$ cat config.mk
export PLATFORM = sky130hd
export DESIGN_NAME = refresh_sched
export DESIGN_NICKNAME = d
export VERILOG_FILES = /design/src/rtl/refresh_sched_pkg.sv /design/src/rtl/rs_interval_timer.sv /design/src/rtl/rs_debt_counter.sv /design/src/rtl/rs_holdoff_timer.sv /design/src/rtl/refresh_sched.sv
export SDC_FILE = /design/constraint.sdc
export NUM_CORES = 1
export LEC_CHECK = 0
export ABC_AREA = 1
export BUFFER_PORTS_ARGS = -buffer_cell sky130_fd_sc_hd__buf_2
export CAP_MARGIN = 15
export CORE_MARGIN = 5
export CORE_UTILIZATION = 55
export DETAILED_ROUTE_END_ITERATION = 16
export PLACE_DENSITY_LB_ADDON = 0.15
export SLEW_MARGIN = 10
export SYNTH_ARGS = -nofsm -noshare
export SYNTH_HDL_FRONTEND = slang
export SYNTH_SLANG_ARGS = --single-unit
$ cat constraint.sdc
create_clock -name clk -period 2.45 [get_ports clk]
set_clock_uncertainty 0.05 [all_clocks]
set_input_delay 0.1225 -clock clk [delete_from_list [all_inputs] [get_ports clk]]
set_output_delay 0.1225 -clock clk [all_outputs]
set_load 0.05 [all_outputs]
$ cat src/rtl/refresh_sched_pkg.sv
package refresh_sched_pkg;

    typedef enum logic {
        GRADE_STD = 1'b0,
        GRADE_EXT = 1'b1
    } grade_e;

    localparam int unsigned OWED_CEIL = 8;

endpackage

$ cat src/rtl/rs_interval_timer.sv
module rs_interval_timer
    import refresh_sched_pkg::*;
#(
    parameter int unsigned IW = 16
) (
    input  logic          clk,
    input  logic          rst_n,
    input  logic          grade_i,
    input  logic [IW-1:0] intv_std_i,
    input  logic [IW-1:0] intv_ext_i,
    output logic          tick_o
);

    typedef struct packed {
        logic          armed;
        logic [IW-1:0] cnt;
    } tmr_t;

    tmr_t          st_d, st_q;
    logic [IW-1:0] period;

    always_comb begin
        st_d   = st_q;
        tick_o = 1'b0;
        period = (grade_e'(grade_i) == GRADE_EXT) ? intv_ext_i : intv_std_i;
        if (!st_q.armed) begin
            st_d.armed = 1'b1;
            st_d.cnt   = period - IW'(1);
        end else if (st_q.cnt == '0) begin
            tick_o   = 1'b1;
            st_d.cnt = period - IW'(1);
        end else begin
            st_d.cnt = st_q.cnt - IW'(1);
        end
    end

    always_ff @(posedge clk) begin
        if (!rst_n) st_q <= '0;
        else        st_q <= st_d;
    end

endmodule

$ cat src/rtl/rs_debt_counter.sv
module rs_debt_counter #(
    parameter int unsigned OWED_MAX = 8,
    localparam int unsigned OW      = $clog2(OWED_MAX + 1)
) (
    input  logic          clk,
    input  logic          rst_n,
    input  logic          tick_i,
    input  logic          ack_i,
    output logic          take_o,
    output logic          stray_o,
    output logic [OW-1:0] owed_o
);

    typedef struct packed {
        logic [OW-1:0] owed;
        logic          stray;
    } debt_t;

    debt_t st_d, st_q;
    logic  at_ceil;

    always_comb begin
        st_d    = st_q;
        at_ceil = (st_q.owed == OW'(OWED_MAX));
        take_o  = ack_i && (st_q.owed != '0);
        st_d.stray = ack_i && (st_q.owed == '0);
        if (tick_i && !take_o) begin
            if (!at_ceil) st_d.owed = st_q.owed + OW'(1);
        end else if (!tick_i && take_o) begin
            st_d.owed = st_q.owed - OW'(1);
        end
    end

    always_ff @(posedge clk) begin
        if (!rst_n) st_q <= '0;
        else        st_q <= st_d;
    end

    assign owed_o  = st_q.owed;
    assign stray_o = st_q.stray;

endmodule

$ cat src/rtl/rs_holdoff_timer.sv
module rs_holdoff_timer #(
    parameter int unsigned TW = 8
) (
    input  logic          clk,
    input  logic          rst_n,
    input  logic          take_i,
    input  logic [TW-1:0] trfc_i,
    output logic          busy_o
);

    logic [TW-1:0] hold_d, hold_q;

    always_comb begin
        hold_d = hold_q;
        if (take_i)              hold_d = trfc_i;
        else if (hold_q != '0)   hold_d = hold_q - TW'(1);
    end

    always_ff @(posedge clk) begin
        if (!rst_n) hold_q <= '0;
        else        hold_q <= hold_d;
    end

    assign busy_o = (hold_q != '0);

endmodule

$ cat src/rtl/refresh_sched.sv
module refresh_sched
    import refresh_sched_pkg::*;
#(
    parameter int unsigned IW       = 16,
    parameter int unsigned TW       = 8,
    parameter int unsigned OWED_MAX = OWED_CEIL,
    localparam int unsigned OW      = $clog2(OWED_MAX + 1)
) (
    input  logic          clk,
    input  logic          rst_n,
    input  logic          ext_grade_i,
    input  logic [IW-1:0] intv_std_i,
    input  logic [IW-1:0] intv_ext_i,
    input  logic [TW-1:0] trfc_i,
    input  logic          ack_i,
    output logic          req_o,
    output logic          urgent_o,
    output logic          stray_o,
    output logic [OW-1:0] owed_o
);

    logic tick, take, busy;

    rs_interval_timer #(.IW(IW)) u_tmr (
        .clk        (clk),
        .rst_n      (rst_n),
        .grade_i    (ext_grade_i),
        .intv_std_i (intv_std_i),
        .intv_ext_i (intv_ext_i),
        .tick_o     (tick)
    );

    rs_debt_counter #(.OWED_MAX(OWED_MAX)) u_debt (
        .clk     (clk),
        .rst_n   (rst_n),
        .tick_i  (tick),
        .ack_i   (ack_i),
        .take_o  (take),
        .stray_o (stray_o),
        .owed_o  (owed_o)
    );

    rs_holdoff_timer #(.TW(TW)) u_hold (
        .clk    (clk),
        .rst_n  (rst_n),
        .take_i (take),
        .trfc_i (trfc_i),
        .busy_o (busy)
    );

    assign req_o    = (owed_o != '0) && !busy;
    assign urgent_o = (owed_o == OW'(OWED_MAX));

endmodule

# After elaboration in Yosys (flattened, before gate mapping)
# Index checks and enable logic that the tools add are counted.
dict set report classes {
  addsub 5
  n_eq_ne 2
  n_mux 11
  n_reduce_logical 15
}
# operator count
set ops {}
lappend ops {{16-bit 2-to-1 mux} 3}
lappend ops {{16-bit by 1-bit subtractor with 16-bit output, second input constant} 2}
lappend ops {{17-bit 2-to-1 mux} 1}
lappend ops {{16-bit zero test} 1}
lappend ops {{8-bit 2-to-1 mux} 2}
lappend ops {{4-bit 2-to-1 mux} 3}
lappend ops {{8-bit nonzero test} 1}
lappend ops {{8-bit by 1-bit subtractor with 8-bit output, second input constant} 1}
lappend ops {{1-bit logical AND} 5}
lappend ops {{4-bit by 1-bit adder with 4-bit output, second input constant} 1}
lappend ops {{4-bit == test, second input constant} 1}
lappend ops {{4-bit zero test} 1}
lappend ops {{2-bit nonzero test} 2}
lappend ops {{4-bit nonzero test} 1}
lappend ops {{4-bit by 1-bit subtractor with 4-bit output, second input constant} 1}
lappend ops {{1-bit zero test} 3}
lappend ops {{1-bit 2-to-1 mux} 2}
lappend ops {{2-bit inequality test, second input constant} 1}
lappend ops {{2-bit AND reduction} 1}
dict set report word_totals {
  register_bits 30
  inputBits 44
  out_inout_bits 7
  word_cells 38
}

# Longest topological paths before layout
dict set report depth {
  word_depth 7
  ltp_mapped 14
  depth_no_buf 14
}

# Cells and area by module
# A second synthesis with hierarchy kept.
dict set report unflattened {
  hier_cells 450
  hier_area_um2 2748.9
}
# module n_inst cells_each area_each_um2 seq_area_each_um2
set by_module_without_submodules {}
lappend by_module_without_submodules {rs_interval_timer 1 328 1880.6 340.3}
lappend by_module_without_submodules {rs_holdoff_timer 1 71 510.5 160.2}
lappend by_module_without_submodules {rs_debt_counter 1 46 335.3 100.1}
lappend by_module_without_submodules {refresh_sched 1 5 22.5 0.0}

# Worst setup path after synthesis
# No wires, ideal clock.
dict set report synth_path {
  path_kind {register to register}
  startpoint {reg u_debt.st_q, in the netlist u_debt.owed_o[0]}
  endpoint {reg u_debt.st_q, in the netlist u_debt.owed_o[3]}
  setup_time_ps 115
  t_arrival_ps 2177
  required_time_ps 2285
  slack_ps 108
  path_stages_with_launch 13
  n_path_buf 1
  period_less_slack_ps 2342
  cell_sequence {dfxtp_1 -> nor2_1 -> nand3_1 -> inv_1 -> nor2_1 -> inv_1 -> buf_2 -> nand2_1 -> ha_1 -> a21oi_1 -> nand4_1 -> a21oi_1 -> nor2_1}
}
dict set report synth_between {
  elab_chain_len 6
  elab_cells_between_ends 14
  classes_between {add/sub: 2; eq/ne: 2; mux: 3; reduce/logical: 7}
}
# item line
set synth_lines {}
lappend synth_lines {{start, declared} rs_debt_counter.sv:19} ;# debt_t st_d, st_q;
lappend synth_lines {{start signal, assigned} rs_debt_counter.sv:36} ;# else st_q <= st_d;
lappend synth_lines {{parallel branches: the longest is 6 deep, another holds 4-bit by 1-bit subtractor with 4-bit output} --}
# Several ways; the timed one is not identified. The select of a mux whose other input is x is not followed.
# A chain may end at the register's enable or synchronous reset.

# Worst setup path after layout
dict set report layout_path {
  startpoint {reg u_tmr.st_q[0] in the netlist's numbering}
  endpoint {reg u_debt.st_q, in the netlist u_debt.owed_o[3]}
}
dict set report layout_between {
  elab_chain_len 7
  elab_cells_between_ends 10
  classes_between {eq/ne: 1; mux: 3; reduce/logical: 6}
}
# item line
set layout_lines {}
lappend layout_lines {{start, declared} rs_interval_timer.sv:19} ;# tmr_t st_d, st_q;
lappend layout_lines {{start signal, assigned} rs_interval_timer.sv:39} ;# else st_q <= st_d;
lappend layout_lines {{16-bit zero test (*)} rs_interval_timer.sv:29} ;# end else if (st_q.cnt == '0) begin
lappend layout_lines {{1-bit 2-to-1 mux (*)} rs_interval_timer.sv:29}
lappend layout_lines {{1-bit 2-to-1 mux (*)} rs_interval_timer.sv:26} ;# if (!st_q.armed) begin
lappend layout_lines {{1-bit zero test} rs_debt_counter.sv:29} ;# end else if (!tick_i && take_o) begin
lappend layout_lines {{1-bit logical AND} rs_debt_counter.sv:29}
lappend layout_lines {{2-bit nonzero test (no source line)} --}
lappend layout_lines {{2-bit AND reduction (no source line)} --}
# Every way passes the cells marked *; elsewhere a longest branch is shown, timed or not.

==> metrics.md <==
| Metric | Value |
|---|---|
| Status | `finished, final reports clean` |
| Leakage power | `1.35 nW` |
| Final setup viols | `0` |
| CTS root buf | `clkbuf_8` |
| Total die area | `5750 um2` |
| # fillers | `417` |
| Number of synthesized register bits | `30` |
| Starting DRT DRC Count | `69` |
| Syn Nets | `433` |
| Fmax | `455 MHz` |
| Synth area leader | `dfxtp_1` |
| Vias in the first global route | `2,220` |
| Synth top area share | `25.2%` |
| CP Max Fanout | `4` |
| Initial Utilization | `55.9%` |
| CP max-delay cell | `ha_1` |
| Average wire per standard cell | `10.9 um` |
| Period Utilization, post-route | `89.8%` |
| Layout net count | `483` |
| RSZ-0062 raised after global routing | `false` |
| CP startpoint | `u_tmr.st_q[0]` |
| Post-route cell area | `2740 um2` |
| Routed vias/inst | `4.97` |
| Largest net degree at the start of global routing | `19` |
| Router iterations before antenna repair | `4` |
| Hold_buf cts | `0` |
| Slew HR | `69.4%` |
| Tmin final | `2200 ps` |
| Syn Inst Count | `382` |
| CP arrival | `2320 ps` |
| Post-route ant nets | `0` |
| Post-DP Area | `2640 um2` |
| Area contributors post-synth | `dfxtp_1 25%, nand2_1 16%, nand3_1 7.8%` |
| Pins over their slew limit | `0` |
| CTS tree | `built` |
| Layout area overhead | `14.9%` |
| Top delay family on crit path | `simple AND/OR/NAND/NOR gates` |
| CTS clk-pin slew, worst paths | `70 ps` |
| Final Core Density | `64.2%` |
| Nature of the critical path startpoint | `register` |
| Gp weighted congestion | `0.864` |
| Initial antenna violation count | `0` |
| Cell variety after synth | `35` |
| FP Rows | `24` |
| Drt drc | `0` |
| Max Cap Viol | `0` |
| CTS Buf Count | `5` |
| Worst R2R Start | `u_tmr.st_q[0]` |
| Worst Tran Pin Value | `453 ps` |
| Hold WC Path Type | `in -> reg` |
| H-tree depth | `2` |
| All-Layer GR Usage | `19.9%` |
| Avg Synthesized Cell Area | `6.24 um2` |
| # port buffers | `50` |
| Buf+Inv Stages, Crit Path | `1` |
| CTS sink count | `30` |
| Die X | `75.8 um` |
| WS Path Type | `reg -> reg` |
| Antenna diodes | `0` |
| Layout cell share with drive strength beyond 1 | `21.2%` |
| Worst path required time | `2570 ps` |
| Synthesized area | `2380 um2` |
| Largest buffer count on any clock path | `2` |
| Remaining global-route overflow | `0` |
| Critical path, cell by cell | `inv_1 -> ha_1 -> nand2_1 -> nor2_1 -> nand2_1 -> nor2_2 -> nand2_1 -> ha_1 -> a21oi_1 -> nand4_1 -> a21oi_1 -> nor2_1` |
| Sequential share of the synthesized area | `25.2%` |
| Worst hold slack | `12.0 ps` |
| First-pass GRT wire length | `9030 um` |
| Overall Power | `2.31 mW` |
| Peak supply drop | `0.000271 V` |
| Vias | `2,410` |
| Largest stage delay, worst path | `340 ps` |
| Endpoints failing hold | `0` |
| CP endpoint kind | `register` |
| Routed WL | `5270 um` |
| Post-DP HPWL | `4140 um` |
| Die outline height | `75.8 um` |
| IO Pins | `51` |
| Worst hold start | `trfc_i[6]` |
| Clock latency on the worst-skew pair | `280 ps` |
| PwrDens | `845 nW/um2` |
| Synth warn | `0` |
| R2R Setup Slk | `250 ps` |
| Worst path most repeated cell | `nand2_1` |
| Core ar. | `4260 um2` |
| Setup TNS | `0 ps` |
-- through the flow --
| step | instances | worst slack, ps |
|---|---|---|
| floorplan | 382 | 108 |
| global placement | 477 | 306 |
| detailed placement | 477 | 217 |
| CTS | 485 | 203 |
| global route | 485 | 73.6 |
| finish | 485 | 250 |
-- worst paths after layout --
kind	to	cells past startpoint
setup / recovery	u_debt.owed_o[3]	12
hold reg to reg	u_tmr.st_q[0]	1
hold / removal	u_hold.hold_q[6]	3
setup reg to reg	u_debt.owed_o[3]	12
-- worst min-delay path: stages --
cell	delay (ps)
buf_2	80
a21oi_1	50
nor2_1	70
-- metal layers --
metal	GRT usage (%)	wire length, um	up-vias
li1	-	-	1314
met1	23.4	2330	1024
met2	36.1	2530	61
met3	3.96	312	11
met4	5.83	95	0
met5	0	0	-
-- placed cells by master, fill, tap and decap left out, types with 5 or more instances in the layout --
master    instances
nand2_1         102
dfxtp_1          30
inv_1            44
xor2_1            6
a21oi_1          22
a31oi_1           5
nand3_1          37
nand2_2          10
nor2_1           44
clkbuf_8          6
nand4_1           5
ha_1              6
xnor2_1           9
buf_2            50
nor2_2           10
o21ai_0          19
-- state kept, by name, indices dropped and copies added (netlist names) --
name            count
u_debt.owed_o       4
u_debt.stray_o      1
u_hold.hold_q       8
u_tmr.st_q         17
-- synthesized netlist by cell type --
library cell	count
a21boi_0	1
o311ai_0	1
a31oi_1	5
clkinv_1	1
ha_1	6
nand3_1	37
nor2_4	3
and2_1	1
inv_6	1
inv_1	44
nand3_4	1
o21ai_0	19
xor2_1	6
clkbuf_1	2
or2_2	1
buf_2	3
nand3_2	1
nor3_1	2
buf_8	1
o21ai_2	1
nor2_1	46
a21oi_1	22
nor2_2	8
nand2_1	102
o211ai_1	1
a21oi_2	1
buf_6	3
nand2_2	10
xnor2_1	9
nand2_4	3
dfxtp_1	30
nand3b_1	3
nand4_1	5
fa_1	1
inv_2	1
-- repair_timing --
action | in CTS | in global routing
endpoints found under the setup margin | 0 | 1
gates resized for setup | 0 | 2
buffers inserted | 0 | 0
-- cell type report --
cell class,instances,area (um2),area share (%)
Multi-Input combinational cell,296,1530,56.0
Timing Repair Buffer,52,265,9.69
Clock buffer,7,86.3,3.15
Inverter,47,181,6.63
Tap cell,52,65.1,2.38
Sequential cell,30,601,21.9
Clock inverter,1,5.00,0.183
-- logic make-up (layout without fill, tap and decap cells) --
logic type	Yosys count	count (layout)	share of synthesized area, %
simple gates	223	223	43.0
fa+ha+maj	7	7	3.99
buf+inv	56	107	10.6
compound gates	51	51	11.7
xor+xnor	15	15	5.51
flops	30	30	25.2
-- report_power, final --
part	total, mW	switching [mW]	leakage, nW	internal [mW]
logic	1.21	0.795	1.06	0.412
clock network	0.411	0.185	0.0482	0.226
registers	0.697	0.0880	0.249	0.609
No activity file was read; power rests on OpenSTA's default activity.
